<file path="src/rtl/lin_stat_pkg.sv">
package lin_stat_pkg;
    localparam int STAT_W = 8;
    localparam int ERR_N  = 6;

    localparam int ST_DONE = 0;
    localparam int ST_ESUM = 3;
    localparam int ST_TXB  = 4;
    localparam int ST_RXB  = 5;

    localparam int EF_BIT = 0;
    localparam int EF_OVR = 1;
    localparam int EF_FRM = 2;
    localparam int EF_EXP = 3;
    localparam int EF_IDM = 4;
    localparam int EF_PAR = 5;

    typedef enum logic [1:0] {
        TX_IDLE   = 2'd0,
        TX_SINGLE = 2'd1,
        TX_BUFFER = 2'd2
    } tx_state_e;
endpackage

</file>
<file path="src/rtl/lin_w0c_bit.sv">
module lin_w0c_bit (
    input  logic clk,
    input  logic rst_n,
    input  logic hold_rst,
    input  logic set_ev,
    input  logic clr_req,
    output logic flag_q
);
    logic flag_d;

    always_comb begin
        flag_d = flag_q;
        if (hold_rst)
            flag_d = 1'b0;
        else if (set_ev)
            flag_d = 1'b1;
        else if (clr_req)
            flag_d = 1'b0;
    end

    always_ff @(posedge clk or negedge rst_n) begin
        if (!rst_n)
            flag_q <= 1'b0;
        else
            flag_q <= flag_d;
    end

    assert_set_wins_R4_R6: assert property (@(posedge clk) disable iff (!rst_n)
        (set_ev && !hold_rst) |=> flag_q);
endmodule

</file>
<file path="src/rtl/lin_err_flags.sv">
module lin_err_flags #(
    parameter int N = 6
) (
    input  logic         clk,
    input  logic         rst_n,
    input  logic         hold_rst,
    input  logic         wr_en,
    input  logic [N-1:0] wr_bits,
    input  logic [N-1:0] set_ev,
    output logic [N-1:0] flags_q,
    output logic         any_q
);
    for (genvar i = 0; i < N; i++) begin : g_flag
        lin_w0c_bit u_bit (
            .clk     (clk),
            .rst_n   (rst_n),
            .hold_rst(hold_rst),
            .set_ev  (set_ev[i]),
            .clr_req (wr_en && !wr_bits[i]),
            .flag_q  (flags_q[i])
        );
    end

    assign any_q = |flags_q;

    assert_set_R5: assert property (@(posedge clk) disable iff (!rst_n)
        (|set_ev && !hold_rst) |=> ((flags_q & $past(set_ev)) == $past(set_ev)));

    assert_sticky_R6: assert property (@(posedge clk) disable iff (!rst_n)
        (!hold_rst && !wr_en) |=> ((flags_q & $past(flags_q)) == $past(flags_q)));
endmodule

</file>
<file path="src/rtl/lin_tx_fsm.sv">
module lin_tx_fsm
    import lin_stat_pkg::*;
(
    input  logic clk,
    input  logic rst_n,
    input  logic hold_rst,
    input  logic data_start,
    input  logic buf_start,
    input  logic byte_done,
    input  logic more_pending,
    input  logic buf_done,
    output logic busy
);
    tx_state_e state_q, state_d;

    always_comb begin
        state_d = state_q;
        if (hold_rst) begin
            state_d = TX_IDLE;
        end else begin
            unique case (state_q)
                TX_IDLE: begin
                    if (buf_start)
                        state_d = TX_BUFFER;
                    else if (data_start)
                        state_d = TX_SINGLE;
                end
                TX_SINGLE: begin
                    if (byte_done && !more_pending)
                        state_d = TX_IDLE;
                end
                TX_BUFFER: begin
                    if (buf_done)
                        state_d = TX_IDLE;
                end
                default: state_d = TX_IDLE;
            endcase
        end
    end

    always_ff @(posedge clk or negedge rst_n) begin
        if (!rst_n)
            state_q <= TX_IDLE;
        else
            state_q <= state_d;
    end

    always_comb begin
        busy = (state_q != TX_IDLE);
    end

    assert_start_R8: assert property (@(posedge clk) disable iff (!rst_n)
        ((state_q == TX_IDLE) && (data_start || buf_start) && !hold_rst) |=> busy);

    assert_buf_end_R10: assert property (@(posedge clk) disable iff (!rst_n)
        ((state_q == TX_BUFFER) && byte_done && !buf_done && !hold_rst) |=> busy);
endmodule

</file>
<file path="src/rtl/lin_irq_gen.sv">
module lin_irq_gen (
    input  logic clk,
    input  logic rst_n,
    input  logic done_flag,
    input  logic err_sum,
    output logic irq
);
    logic done_prev_q;
    logic sum_prev_q;

    always_ff @(posedge clk or negedge rst_n) begin
        if (!rst_n) begin
            done_prev_q <= 1'b0;
            sum_prev_q  <= 1'b0;
        end else begin
            done_prev_q <= done_flag;
            sum_prev_q  <= err_sum;
        end
    end

    assign irq = (done_flag && !done_prev_q) || (err_sum && !sum_prev_q);
endmodule

</file>
<file path="src/rtl/lin_status_regs.sv">
module lin_status_regs
    import lin_stat_pkg::*;
(
    input  logic        clk,
    input  logic        rst_n,
    input  logic        lin_rst_mode,
    input  logic        wr_en,
    input  logic        wr_sel,
    input  logic [7:0]  wr_data,
    input  logic        tx_data_start,
    input  logic        tx_buf_start,
    input  logic        tx_byte_done,
    input  logic        tx_more_pending,
    input  logic        tx_buf_done,
    input  logic        rx_busy,
    input  logic        err_parity,
    input  logic        err_idmatch,
    input  logic        err_expbit,
    input  logic        err_framing,
    input  logic        err_overrun,
    input  logic        err_bit,
    output logic [7:0]  status_rd,
    output logic [7:0]  errflag_rd,
    output logic        stat_irq
);
    logic [ERR_N-1:0] err_ev;
    logic [ERR_N-1:0] err_q;
    logic             err_any;
    logic             done_q;
    logic             tx_busy;
    logic             rx_q;
    logic             unused_wr_hi;

    assign unused_wr_hi = ^wr_data[7:ERR_N];

    always_comb begin
        err_ev         = '0;
        err_ev[EF_BIT] = err_bit;
        err_ev[EF_OVR] = err_overrun;
        err_ev[EF_FRM] = err_framing;
        err_ev[EF_EXP] = err_expbit;
        err_ev[EF_IDM] = err_idmatch;
        err_ev[EF_PAR] = err_parity;
    end

    lin_w0c_bit u_done (
        .clk     (clk),
        .rst_n   (rst_n),
        .hold_rst(lin_rst_mode),
        .set_ev  (tx_buf_done),
        .clr_req (wr_en && !wr_sel && !wr_data[ST_DONE]),
        .flag_q  (done_q)
    );

    lin_err_flags #(.N(ERR_N)) u_err (
        .clk     (clk),
        .rst_n   (rst_n),
        .hold_rst(lin_rst_mode),
        .wr_en   (wr_en && wr_sel),
        .wr_bits (wr_data[ERR_N-1:0]),
        .set_ev  (err_ev),
        .flags_q (err_q),
        .any_q   (err_any)
    );

    lin_tx_fsm u_tx (
        .clk         (clk),
        .rst_n       (rst_n),
        .hold_rst    (lin_rst_mode),
        .data_start  (tx_data_start),
        .buf_start   (tx_buf_start),
        .byte_done   (tx_byte_done),
        .more_pending(tx_more_pending),
        .buf_done    (tx_buf_done),
        .busy        (tx_busy)
    );

    always_ff @(posedge clk or negedge rst_n) begin
        if (!rst_n)
            rx_q <= 1'b0;
        else
            rx_q <= rx_busy && !lin_rst_mode;
    end

    lin_irq_gen u_irq (
        .clk      (clk),
        .rst_n    (rst_n),
        .done_flag(done_q),
        .err_sum  (err_any),
        .irq      (stat_irq)
    );

    always_comb begin
        status_rd          = '0;
        status_rd[ST_DONE] = done_q;
        status_rd[ST_ESUM] = err_any;
        status_rd[ST_TXB]  = tx_busy;
        status_rd[ST_RXB]  = rx_q;
        errflag_rd         = '0;
        errflag_rd[ERR_N-1:0] = err_q;
    end

    assert_rm_clear_R3: assert property (@(posedge clk) disable iff (!rst_n)
        lin_rst_mode |=> (status_rd == 8'h00 && errflag_rd == 8'h00 && !stat_irq));

    assert_buf_irq_R12: assert property (@(posedge clk) disable iff (!rst_n)
        (tx_buf_done && !lin_rst_mode && !status_rd[ST_DONE]) |=> stat_irq);

    assert_no_rearm_R12: assert property (@(posedge clk) disable iff (!rst_n)
        ((errflag_rd != 8'h00) && (|err_ev) && !lin_rst_mode && !tx_buf_done) |=> !stat_irq);

    assert_rx_follow_R11: assert property (@(posedge clk) disable iff (!rst_n)
        (!lin_rst_mode) |=> (status_rd[ST_RXB] == $past(rx_busy)));
endmodule

</file>
<file path="config.mk">
export PLATFORM = sky130hd
export DESIGN_NAME = lin_status_regs
export DESIGN_NICKNAME = d
export VERILOG_FILES = /design/src/rtl/lin_stat_pkg.sv /design/src/rtl/lin_w0c_bit.sv /design/src/rtl/lin_err_flags.sv /design/src/rtl/lin_tx_fsm.sv /design/src/rtl/lin_irq_gen.sv /design/src/rtl/lin_status_regs.sv
export SDC_FILE = /design/constraint.sdc
export NUM_CORES = 1
export LEC_CHECK = 0
export ABC_AREA = 0
export BUFFER_PORTS_ARGS = -buffer_cell sky130_fd_sc_hd__buf_4
export CAP_MARGIN = 20
export CORE_MARGIN = 2
export CORE_UTILIZATION = 42
export CTS_CLUSTER_DIAMETER = 40
export DETAILED_ROUTE_END_ITERATION = 8
export PLACE_DENSITY_LB_ADDON = 0.25
export SLEW_MARGIN = 10
export SYNTH_ARGS = -nofsm -noshare
export SYNTH_HDL_FRONTEND = slang
export SYNTH_SLANG_ARGS = --single-unit
</file>
<file path="constraint.sdc">
create_clock -name clk -period 1.7 [get_ports clk]
set_input_delay 0.34 -clock clk [delete_from_list [all_inputs] [get_ports clk]]
set_output_delay 0.34 -clock clk [all_outputs]
set_load 0.02 [all_outputs]
</file>
Word level (Yosys, flattened, before mapping)
Index checks and enable logic that the tools add are counted.
Widths: inputs -> output; s select.
{"block": "totals", "out_inout_bits": 17, "ff_bits": 12, "wordCells": 79}
{"block": "op_classes", "n_reduce_logical": 36, "n_eq_ne": 5, "mux": 27}
{"op": "$mux 1", "count": 21}
{"op": "$reduce_bool 3->1", "count": 7}
{"op": "$logic_and 1x1->1", "count": 13}
{"op": "$logic_not 1->1", "count": 11}
{"op": "$mux 2", "count": 5}
{"op": "$pmux 2 s3", "count": 1}
{"op": "$reduce_or 6->1", "count": 1}
{"op": "$ne 4x4->1 const B", "count": 1}
{"op": "$ne 3x2->1 const B", "count": 1}
{"op": "$ne 3x3->1 const B", "count": 1}
{"op": "$reduce_and 3->1", "count": 1}
{"op": "$eq 2x1->1 const B", "count": 1}
{"op": "$eq 2x2->1 const B", "count": 1}
{"op": "$logic_not 2->1", "count": 1}
{"op": "$reduce_bool 2->1", "count": 1}
{"op": "$logic_or 1x1->1", "count": 1}

Logic depth before layout (Yosys ltp)
Gate-level depths: netlist of the first run.
{"block": "depth", "word_depth": 6, "depth_mapped": 3}

Cells and area by module
From an unflattened synthesis of the first run, not the netlist that was laid out.
{"block": "hier_totals", "cells_unflattened": 67, "hier_area_um2": 670.6}
{"mod": "lin_w0c_bit", "cells_each": 4, "area_per_inst_um2": 43.8, "instances": 7, "seq_area_each_um2": 25.0}
{"mod": "lin_status_regs", "cells_each": 15, "area_per_inst_um2": 128.9, "instances": 1, "seq_area_each_um2": 25.0}
{"mod": "lin_tx_fsm", "cells_each": 10, "area_per_inst_um2": 113.9, "instances": 1, "seq_area_each_um2": 50.0}
{"mod": "lin_irq_gen", "cells_each": 5, "area_per_inst_um2": 70.1, "instances": 1, "seq_area_each_um2": 50.0}
{"mod": "lin_err_flags", "cells_each": 9, "area_per_inst_um2": 51.3, "instances": 1, "seq_area_each_um2": 0.0}

Worst setup path before layout of the first run
OpenSTA, ideal clock, no wires.
{"block": "synth_timing", "path_kind": "register -> output", "from": "reg u_err.g_flag[4].u_bit.flag_q", "to": "out stat_irq", "slack_ns": 0.410, "n_path_buf": 0, "path_stages_with_launch": 4, "arrival_time_ns": 0.950, "path_cell_list": "dfrtp_1 nor4_2 a21o_1 o21ai_1"}
{"block": "synth_between", "elab_chain_len": 3}
{"item": "start: declaration", "line": "lin_w0c_bit.sv:7", "source": "output logic flag_q"}
{"item": "start signal: assignment", "line": "lin_w0c_bit.sv:25", "source": "flag_q <= flag_d;"}
{"item": "$reduce_or 6->1", "line": "lin_err_flags.sv:24", "source": "assign any_q = |flags_q;"}
{"item": "$logic_and 1x1->1", "line": "lin_irq_gen.sv:21", "source": "assign irq = (done_flag && !done_prev_q) || (err_sum && !sum_prev_q);"}
{"item": "$logic_or 1x1->1", "line": "lin_irq_gen.sv:21"}
{"item": "end: declaration", "line": "lin_status_regs.sv:24", "source": "output logic stat_irq"}
Every way passes these cells.

Final worst setup path of the first run
Same ends and word-level chain as after synthesis.

==> key figures, run 1 <==
Run status
  • Status: finished, final reports clean

Global route
  • First-pass GRT wire length: 1.92 mm
  • Vias in the first global route: between 400 and 500
  • Total global routing track utilization: 0.144
  • Global-route met3 utilization: 0.0259
  • Met1 usage: 0.163
  • Largest net degree at the start of global routing: 13
  • Remaining global-route overflow: 0
  • Initial antenna violation count: 0
  • GRT busiest layer: met2
  • Met2 usage: 0.243

STA
  • Max Freq: 595 MHz
  • Slew Limit Fails: 0
  • Clock period minus final worst setup slack: 1.68 ns
  • Setup TNS: 0 ns
  • Fin. Hold Viols: 0
  • Final setup skew: 0.00485 ns
  • RSZ-0062 raised after global routing: true
  • Setup Viol. Count Final: 0
  • Final period util: 0.988

Die
  • Initial Util: 0.464
  • Site Rows: 13
  • DIE AREA: 1800 um^2
  • Core ar.: 1330 um^2
  • Die Height: between 40 and 50 um
  • Ports: 42
  • Die X: 42.4 um

Worst setup path
  • FF-to-FF setup slack: 0.76 ns
  • Critical Path RT: 1.36 ns
  • Crit-path max FO: 2
  • CP arrival: 1.34 ns
  • Endpoint type of the worst setup path: output port
  • Crit path launch type: flop
  • CP Class: reg -> out

Power and ir drop
  • PwrDens: 823 nW/um^2
  • Max VDD drop: 0.455 mV
  • Internal Power: between 500 and 600 uW
  • Clk network pwr share: 0.314
  • Sw Pwr: 189 uW
  • Sequential Power Share: 0.453
  • Net Sw Frac: 0.268
  • P_leak: 0.461 nW
  • Proportion of power drawn by combinational gates: 0.233

Yosys
  • Synth area leader: dfrtp_1
  • Synth cell types: 18
  • Post-Syn Area: 619 um^2
  • Synthesized flop and latch total: 12
  • Synth Flop Type: dfrtp_1
  • Top cells by area, synth: dfrtp_1 48%, buf_4 19%, a21oi_1 5.7%
  • Post-synthesis sequential area ratio: 0.485
  • Post-Syn Instances: 67
  • Synth top area share: 0.485
  • Synthesized area per cell: 9.24 um^2
  • Number of synthesized flops with an enable pin: 0
  • Post-synth ARST share: 1.00
  • Synth top cells by count: 16 x buf_4, 12 x dfrtp_1, 8 x inv_1, 7 x a21oi_1, 7 x o21ai_0
  • Most numerous cell in the Yosys netlist: buf_4
  • Yosys warning count: 0

CTS
  • # H-tree levels: 1
  • CTS tree: built
  • Clock Path Buffers: 2
  • # clock sinks: 12
  • Root Buffer: clkbuf_4
  • Worst-skew pair later-pin latency: 0.27 ns
  • CTS Buf Count: 3
  • Clock-pin slew on the worst setup and hold paths: 0.07 ns

Placement
  • GP Congestion: 0.727
  • Detailed placer's ending HPWL: approximately 930 um
  • DP Area: 781 um^2
  • I/O Buffers: 33

Drt
  • Via Count: 511
  • Antenna-violating nets left: 0
  • Final wirelength: ~1.3 mm
  • Initial drt markers: 11
  • Number of vias per cell: approximately 4.6
  • DR pass1 iterations: 4
  • Drt drc: 0
  • Wirelength per Cell: 11.5 um

Cells and area
  • Filler cells: 128
  • # diodes: 0
  • Final core area utilization: 0.644
  • # nets final: 122
  • Layout cells sized above 1: 0.438
  • Synth-to-layout area growth: 38.6%
  • Final instance area: 858 um^2

Min path
  • Min-delay worst type: in -> reg

Run
  • Max_cap viols: 0
-- per-stage QoR --
stage,std cells,hold slack [ns],setup WS [ns],power (mW)
final,111,0.292,0.0196,0.706
after floorplan,72,0.0444,0.410,0.428
after CTS,109,0.284,-0.00315,0.712
after global placement,103,0.185,0.282,0.474
after global routing,111,0.286,-0.0341,0.743
after detailed placement,103,0.185,0.265,0.476
-- registers in the layout, summed over array words and instances (netlist names) --
name                       flops
u_done.flag_q                  1
u_tx.state_q                   2
u_err.g_flag.u_bit.flag_q      6
u_irq.sum_prev_q               1
rx_q                           1
u_irq.done_prev_q              1
-- area by class of cell --
class	instances	area, um^2	area share
Tap cell	15	18.8	0.0219
Clock buffer	4	36.3	0.0423
Timing Repair Buffer	37	280	0.327
Inverter	8	30.0	0.0350
Sequential cell	12	300	0.350
Multi-Input combinational cell	35	193	0.224
-- what timing repair did --
item | in CTS | in global routing
hold buffers | 1 | 0
setup buffers | 1 | 2
setup endpoints to repair | 1 | 1
endpoints found under the hold margin | 12 | 0
pin swaps | 2 | 1
gates resized for setup | 1 | 0
-- final timing paths --
path,start,endpoint,cells past startpoint
setup / recovery,u_err.g_flag[4].u_bit.flag_q,stat_irq,4
hold / removal,rx_busy,rx_q,2
setup reg to reg,u_err.g_flag[4].u_bit.flag_q,u_irq.sum_prev_q,2
hold reg to reg,u_done.flag_q,u_irq.done_prev_q,0
max in group asynchronous,rst_n,rx_q,2
min in group asynchronous,rst_n,u_tx.state_q[1],2
-- worst max-delay path: stages (launching register included) --
cell     delay (ns)
dfrtp_1        0.41
nor4_4         0.31
a21o_1         0.15
o21ai_1        0.06
buf_4          0.15
-- cell usage in the layout (no fill, tap or decap) --
cell,Yosys,final
buf_4,16,36
nor2_1,1,1
a21oi_1,7,7
dlygate4sd3_1,0,1
inv_1,8,8
clkbuf_8,0,1
nor3_1,2,2
o22ai_1,1,1
a21o_1,1,1
nand2_1,3,3
mux2i_1,1,1
nand2b_1,1,1
o21ai_1,1,1
o21ai_0,7,7
dfrtp_1,12,12
nor4_4,0,1
nor2b_1,2,2
conb_1,1,6
clkbuf_4,0,3
or2_2,1,1
-- power groups by stage --
stage	registers, mW	logic (mW)	clock network (mW)
after global placement	0.323	0.150	0
after global routing	0.322	0.178	0.243
after detailed placement	0.324	0.152	0
after CTS	0.320	0.159	0.232
after floorplan	0.321	0.107	0
final	0.320	0.164	0.222
-- logic make-up after synthesis --
group                  count (synthesis)  share of synthesized area
AO/OA/AOI/OAI                         17                      0.143
buffers and inverters                 25                      0.248
flip-flops                            12                      0.485
multiplexers                           1                     0.0162
other                                  1                    0.00605
AND/OR/NAND/NOR                       11                      0.101
-- metal layers --
layer,share of wire,routed length (um)
met2,0.56,715
met4,0.0086,11
met3,0.059,75
met5,0,0
met1,0.37,478
Note: power is estimated with default switching activity, not from simulation.
==> inputs of run 2 (changes only) <==
--- a/config.mk
+++ b/config.mk
@@ -6,7 +6,7 @@
 export NUM_CORES = 1
 export LEC_CHECK = 0
 export ABC_AREA = 0
-export BUFFER_PORTS_ARGS = -buffer_cell sky130_fd_sc_hd__buf_4
+export BUFFER_PORTS_ARGS = -buffer_cell sky130_fd_sc_hd__buf_2
 export CAP_MARGIN = 20
 export CORE_MARGIN = 2
 export CORE_UTILIZATION = 42
==> key figures, run 2 (synthesized netlist as in run 1, its figures left out) <==
Worst setup path
  • Critical Path RT: 1.36 ns
  • Crit path launch: u_err.g_flag[4].u_bit.flag_q
  • CP arrival: 1.33 ns
  • Critical path buffer and inverter count: 1
  • Worst r2r src: u_err.g_flag[4].u_bit.flag_q
  • Delay-heaviest family, CP: flip-flops
  • Slowest CP cell: dfrtp_1
  • Crit-path max FO: 3
  • Worst-path cell chain: nor4_4 -> a21o_1 -> o21ai_1 -> buf_2
  • Delay of the slowest critical-path stage: 0.42 ns
  • Endpoint type of the worst setup path: output port
  • CP Class: reg -> out
  • Crit path launch type: flop

STA
  • Slew Limit Fails: 0
  • Final setup skew: around 0.0010 ns
  • Max Freq: 598 MHz
  • Fin. Hold Viols: 0
  • Clock period minus final worst setup slack: ~1.7 ns
  • Final period util: 0.984
  • Fin Hold WS: between 0.2 and 0.3 ns
  • RSZ-0062 raised after global routing: true
  • Setup Viol. Count Final: 0

Drt
  • Final wirelength: 1.12 mm
  • Initial drt markers: 3
  • Antenna-violating nets left: 0
  • Wirelength per Cell: 10.3 um
  • DR pass1 iterations: 3
  • Via Count: approximately 500
  • Drt drc: 0
  • Number of vias per cell: around 4.6

Die
  • DIE AREA: ~1800 um^2
  • Die Height: 42.4 um
  • Initial Util: 0.464
  • Die X: 42.4 um
  • Core ar.: ~1300 um^2
  • Site Rows: 13
  • Ports: 42

Power and ir drop
  • PwrDens: 882 nW/um^2
  • P_leak: 0.425 nW
  • Max VDD drop: about 0.52 mV

Cells and area
  • Final instance count without filler cells: 109
  • Final core area utilization: 0.570
  • Largest Register: u_err.g_flag.u_bit.flag_q
  • # diodes: 0
  • # nets final: between 100 and 150
  • Number of flip-flops in the largest register: 6
  • Most frequent cells in the layout: 33 x buf_2, 12 x dfrtp_1, 8 x inv_1
  • Commonest non-fill, non-tap cell in the layout: buf_2
  • Filler cells: 136
  • Synth-to-layout area growth: 22.8%
  • Biggest regs: u_err.g_flag.u_bit.flag_q (6), u_tx.state_q (2)
  • Register area: 300 um^2
  • Multi-input logic area: 193 um^2
  • Layout cells sized above 1: 0.426

CTS
  • Clock-pin slew on the worst setup and hold paths: approximately 0.070 ns
  • Worst-skew pair later-pin latency: 0.27 ns
  • CTS tree: built
  • # clock sinks: 12
  • Root Buffer: clkbuf_4
  • Clock Path Buffers: 2
  • CTS Buf Count: 3
  • # H-tree levels: 1

Run
  • Max_cap viols: 0

Placement
  • Detailed placer's ending HPWL: 871 um
  • I/O Buffers: 33
  • GP Congestion: 0.717
  • Placed Instances: 103

Min path
  • Worst hold start: rx_busy
  • Min-delay worst type: in -> reg

Global route
  • Vias in the first global route: 429
  • Total global routing track utilization: 0.136
  • First-pass GRT wire length: 1.75 mm
  • Remaining global-route overflow: 0
  • Initial antenna violation count: 0
  • Largest net degree at the start of global routing: 13

Run status
  • Status: finished, final reports clean
==> run 2: timing repair <==
item / in CTS / in global routing
hold endpoints to repair: 12 / 0
hold buffers: 1 / 0
buffers inserted: 0 / 1
gates resized for setup: 0 / 1
pin swaps: 2 / 1
endpoints found under the setup margin: 1 / 1
==> run 2: final timing paths <==
kind / to / slack (ns) / cells after the start
max in group asynchronous: u_err.g_flag[4].u_bit.flag_q / 1.03 / 2
min in group asynchronous: u_err.g_flag[2].u_bit.flag_q / 0.47 / 2
max reg2reg: u_irq.sum_prev_q / 0.76 / 2
max: stat_irq / 0.03 / 4
min reg2reg: u_irq.done_prev_q / 0.43 / 0
min: rx_q / 0.29 / 2
==> run 2: final cells by class <==
type                    count  share of cell area
flip-flops and latches     12               0.395
multi-input cells          35               0.253
repair buffers             35               0.240
clock buffers               4              0.0477
inverters                   8              0.0395
well taps                  15              0.0247
==> run 2: per-layer routing <==
metal  up-vias  global-route usage  share of wire
li1        248                   -              -
met1       235               0.132           0.36
met2        21               0.225           0.55
met3         2              0.0776          0.078
met4         0              0.0750          0.012
met5         -                   0              0
==> run 2: where the power goes <==
| part | switching [mW] | total [mW] | internal (mW) |
|---|---|---|---|
| combinational | 0.0770 | 0.131 | 0.0538 |
| clock | 0.0901 | 0.220 | 0.130 |
| sequential | 0.0153 | 0.320 | 0.304 |
| total | 0.182 | 0.671 | 0.488 |
==> run 2: metrics by stage <==
stage / worst slack (ns) / power (mW) / TNS [ns] / cell area (um^2)
global placement: 0.284 / 0.447 / 0 / 698
floorplan: 0.410 / 0.428 / 0 / 638
CTS: -0.0219 / 0.676 / -0.0219 / 744
detailed placement: 0.282 / 0.449 / 0 / 698
global route: -0.0401 / 0.710 / -0.0401 / 761
finish: 0.0276 / 0.671 / 0 / 761
==> run 2: worst register-to-register path: stages (launching register included) <==
cell	delay (ns)
dfrtp_1	0.42
nor4_4	0.31
nand2_1	0.10
==> inputs of run 3 (changes only) <==
==> constraint.sdc (replaced) <==
create_clock -name clk -period 2.1 [get_ports clk]
set_input_delay 0.42 -clock clk [delete_from_list [all_inputs] [get_ports clk]]
set_output_delay 0.42 -clock clk [all_outputs]
set_load 0.02 [all_outputs]
==> key figures, run 3 (synthesized netlist as in run 1, its figures left out) <==
Run status
  • Status: finished, final reports clean

CTS
  • Clock Path Buffers: 2
  • # clock sinks: 12
  • # H-tree levels: 1
  • Root Buffer: clkbuf_4
  • CTS Hold Bufs: 0
  • CTS tree: built
  • Worst-skew pair later-pin latency: around 0.27 ns
  • Post-CTS Setup Repair Bufs: 0
  • Post-CTS resize count: 0
  • Clock-pin slew on the worst setup and hold paths: roughly 0.07 ns
  • CTS Buf Count: 3

STA
  • Setup Viol. Count Final: 0
  • Final setup skew: 0.00116 ns
  • Setup TNS: 0 ns
  • Max Freq: 561 MHz
  • RSZ-0062 raised after global routing: false
  • Clock period minus final worst setup slack: between 1.5 and 2 ns
  • Fin. Hold Viols: 0
  • Slew Limit Fails: 0
  • Final period util: 0.848

Cells and area
  • Synth-to-layout area growth: 18.6%
  • Biggest regs: u_err.g_flag.u_bit.flag_q (6), u_tx.state_q (2)
  • Filler cells: 146
  • Most frequent cells in the layout: 33 x buf_2, 12 x dfrtp_1, 8 x inv_1
  • Layout cells sized above 1: 0.424
  • Final instance count without filler cells: 107
  • Largest Register: u_err.g_flag.u_bit.flag_q
  • Final instance area: 734 um^2
  • Number of flip-flops in the largest register: 6
  • Commonest non-fill, non-tap cell in the layout: buf_2
  • # nets final: 118
  • # diodes: 0

Power and ir drop
  • Max VDD drop: 0.517 mV
  • Clk network pwr share: 0.335
  • Sequential Power Share: 0.479
  • P_leak: 0.414 nW
  • PwrDens: roughly 730 nW/um^2
  • Net Sw Frac: 0.272
  • Tot Pwr: 538 uW
  • Sw Pwr: 146 uW
  • Internal Power: slightly below 400 uW
  • Proportion of power drawn by combinational gates: 0.187

Global route
  • Initial antenna violation count: 0
  • Vias in the first global route: ~430
  • First-pass GRT wire length: 1.69 mm
  • Largest net degree at the start of global routing: 13
  • Total global routing track utilization: 0.128
  • Remaining global-route overflow: 0

Drt
  • Drt drc: 0
  • Wirelength per Cell: 10.1 um
  • Number of vias per cell: 4.47
  • Initial drt markers: 4
  • Via Count: 478
  • Final wirelength: 1.08 mm
  • Antenna-violating nets left: 0
  • DR pass1 iterations: 2

Placement
  • Detailed placer's ending HPWL: 852 um
  • GP Congestion: 0.699
  • I/O Buffers: 33
  • DP Area: 698 um^2
  • Placed Instances: 103

Worst setup path
  • Critical Path RT: 1.68 ns
  • Endpoint type of the worst setup path: output port
  • CP arrival: about 1.4 ns
  • CP Class: reg -> out
  • Crit path launch type: flop
  • Crit-path max FO: 3

Die
  • Site Rows: 13
  • Die X: roughly 42 um
  • Die Height: 42.4 um
  • DIE AREA: 1800 um^2
  • Ports: 42
  • Core ar.: 1330 um^2
  • Initial Util: 0.464

Run
  • Max_cap viols: 0

Min path
  • Min-delay worst type: in -> async
==> run 3: cell types whose count changed in the layout (fill, tap and decap cells not counted), sizes merged <==
cell | before | now
buf | 34 | 33
dlygate4sd3 | 1 | 0
==> run 3: power groups by stage <==
| stage | Combinational [mW] | Clock, mW | Sequential, mW |
|---|---|---|---|
| final | 0.100 | 0.180 | 0.257 |
| after global routing | 0.111 | 0.197 | 0.260 |
| after CTS | 0.102 | 0.187 | 0.257 |
| after detailed placement | 0.102 | 0 | 0.262 |
| after global placement | 0.101 | 0 | 0.261 |
| after floorplan | 0.0868 | 0 | 0.260 |
==> run 3: worst paths after layout <==
| check | from | end | slack [ns] | depth (start not counted) |
|---|---|---|---|---|
| worst min register to register | u_done.flag_q | u_irq.done_prev_q | 0.42 | 0 |
| min in group clk | rx_busy | rx_q | 0.37 | 2 |
| worst min-delay path | rst_n | u_irq.done_prev_q | 0.008 | 1 |
| worst max register to register | u_err.g_flag[4].u_bit.flag_q | u_irq.sum_prev_q | 1.13 | 2 |
| worst max-delay path | u_err.g_flag[4].u_bit.flag_q | stat_irq | 0.32 | 4 |
| max in group asynchronous | rst_n | u_err.g_flag[0].u_bit.flag_q | 1.89 | 1 |
==> run 3: routing by layer <==
metal / track usage / vias up / wire length (um)
li1: - / 242 / -
met1: 0.121 / 213 / 391
met2: 0.228 / 21 / 579
met3: 0.0647 / 2 / 91
met4: 0.0563 / 0 / 14
met5: 0 / - / 0
==> run 3: through the flow <==
stage	setup slack (ns)	hold slack [ns]	util
2_1_floorplan	0.730	0.124	-
3_3_place_gp	0.602	0.306	0.523
3_5_place_dp	0.606	0.306	0.523
4_1_cts	0.297	0.00753	0.551
5_1_grt	0.228	0.0198	0.551
6_report	0.319	0.00764	0.551
==> run 3: critical path, cell delays in order, from the launching register on <==
cell and delay (ns):
dfrtp_1 0.40, nor4_2 0.33, a21o_1 0.15, o21ai_1 0.05
buf_2 0.15
==> run 3: cell type report <==
| type | instances | area (um^2) | share of cell area |
|---|---|---|---|
| Sequential cell | 12 | 300 | 0.409 |
| Tap cell | 15 | 18.8 | 0.0256 |
| Multi-Input combinational cell | 35 | 184 | 0.250 |
| Timing Repair Buffer | 33 | 165 | 0.225 |
| Inverter | 8 | 30.0 | 0.0409 |
| Clock buffer | 4 | 36.3 | 0.0494 |
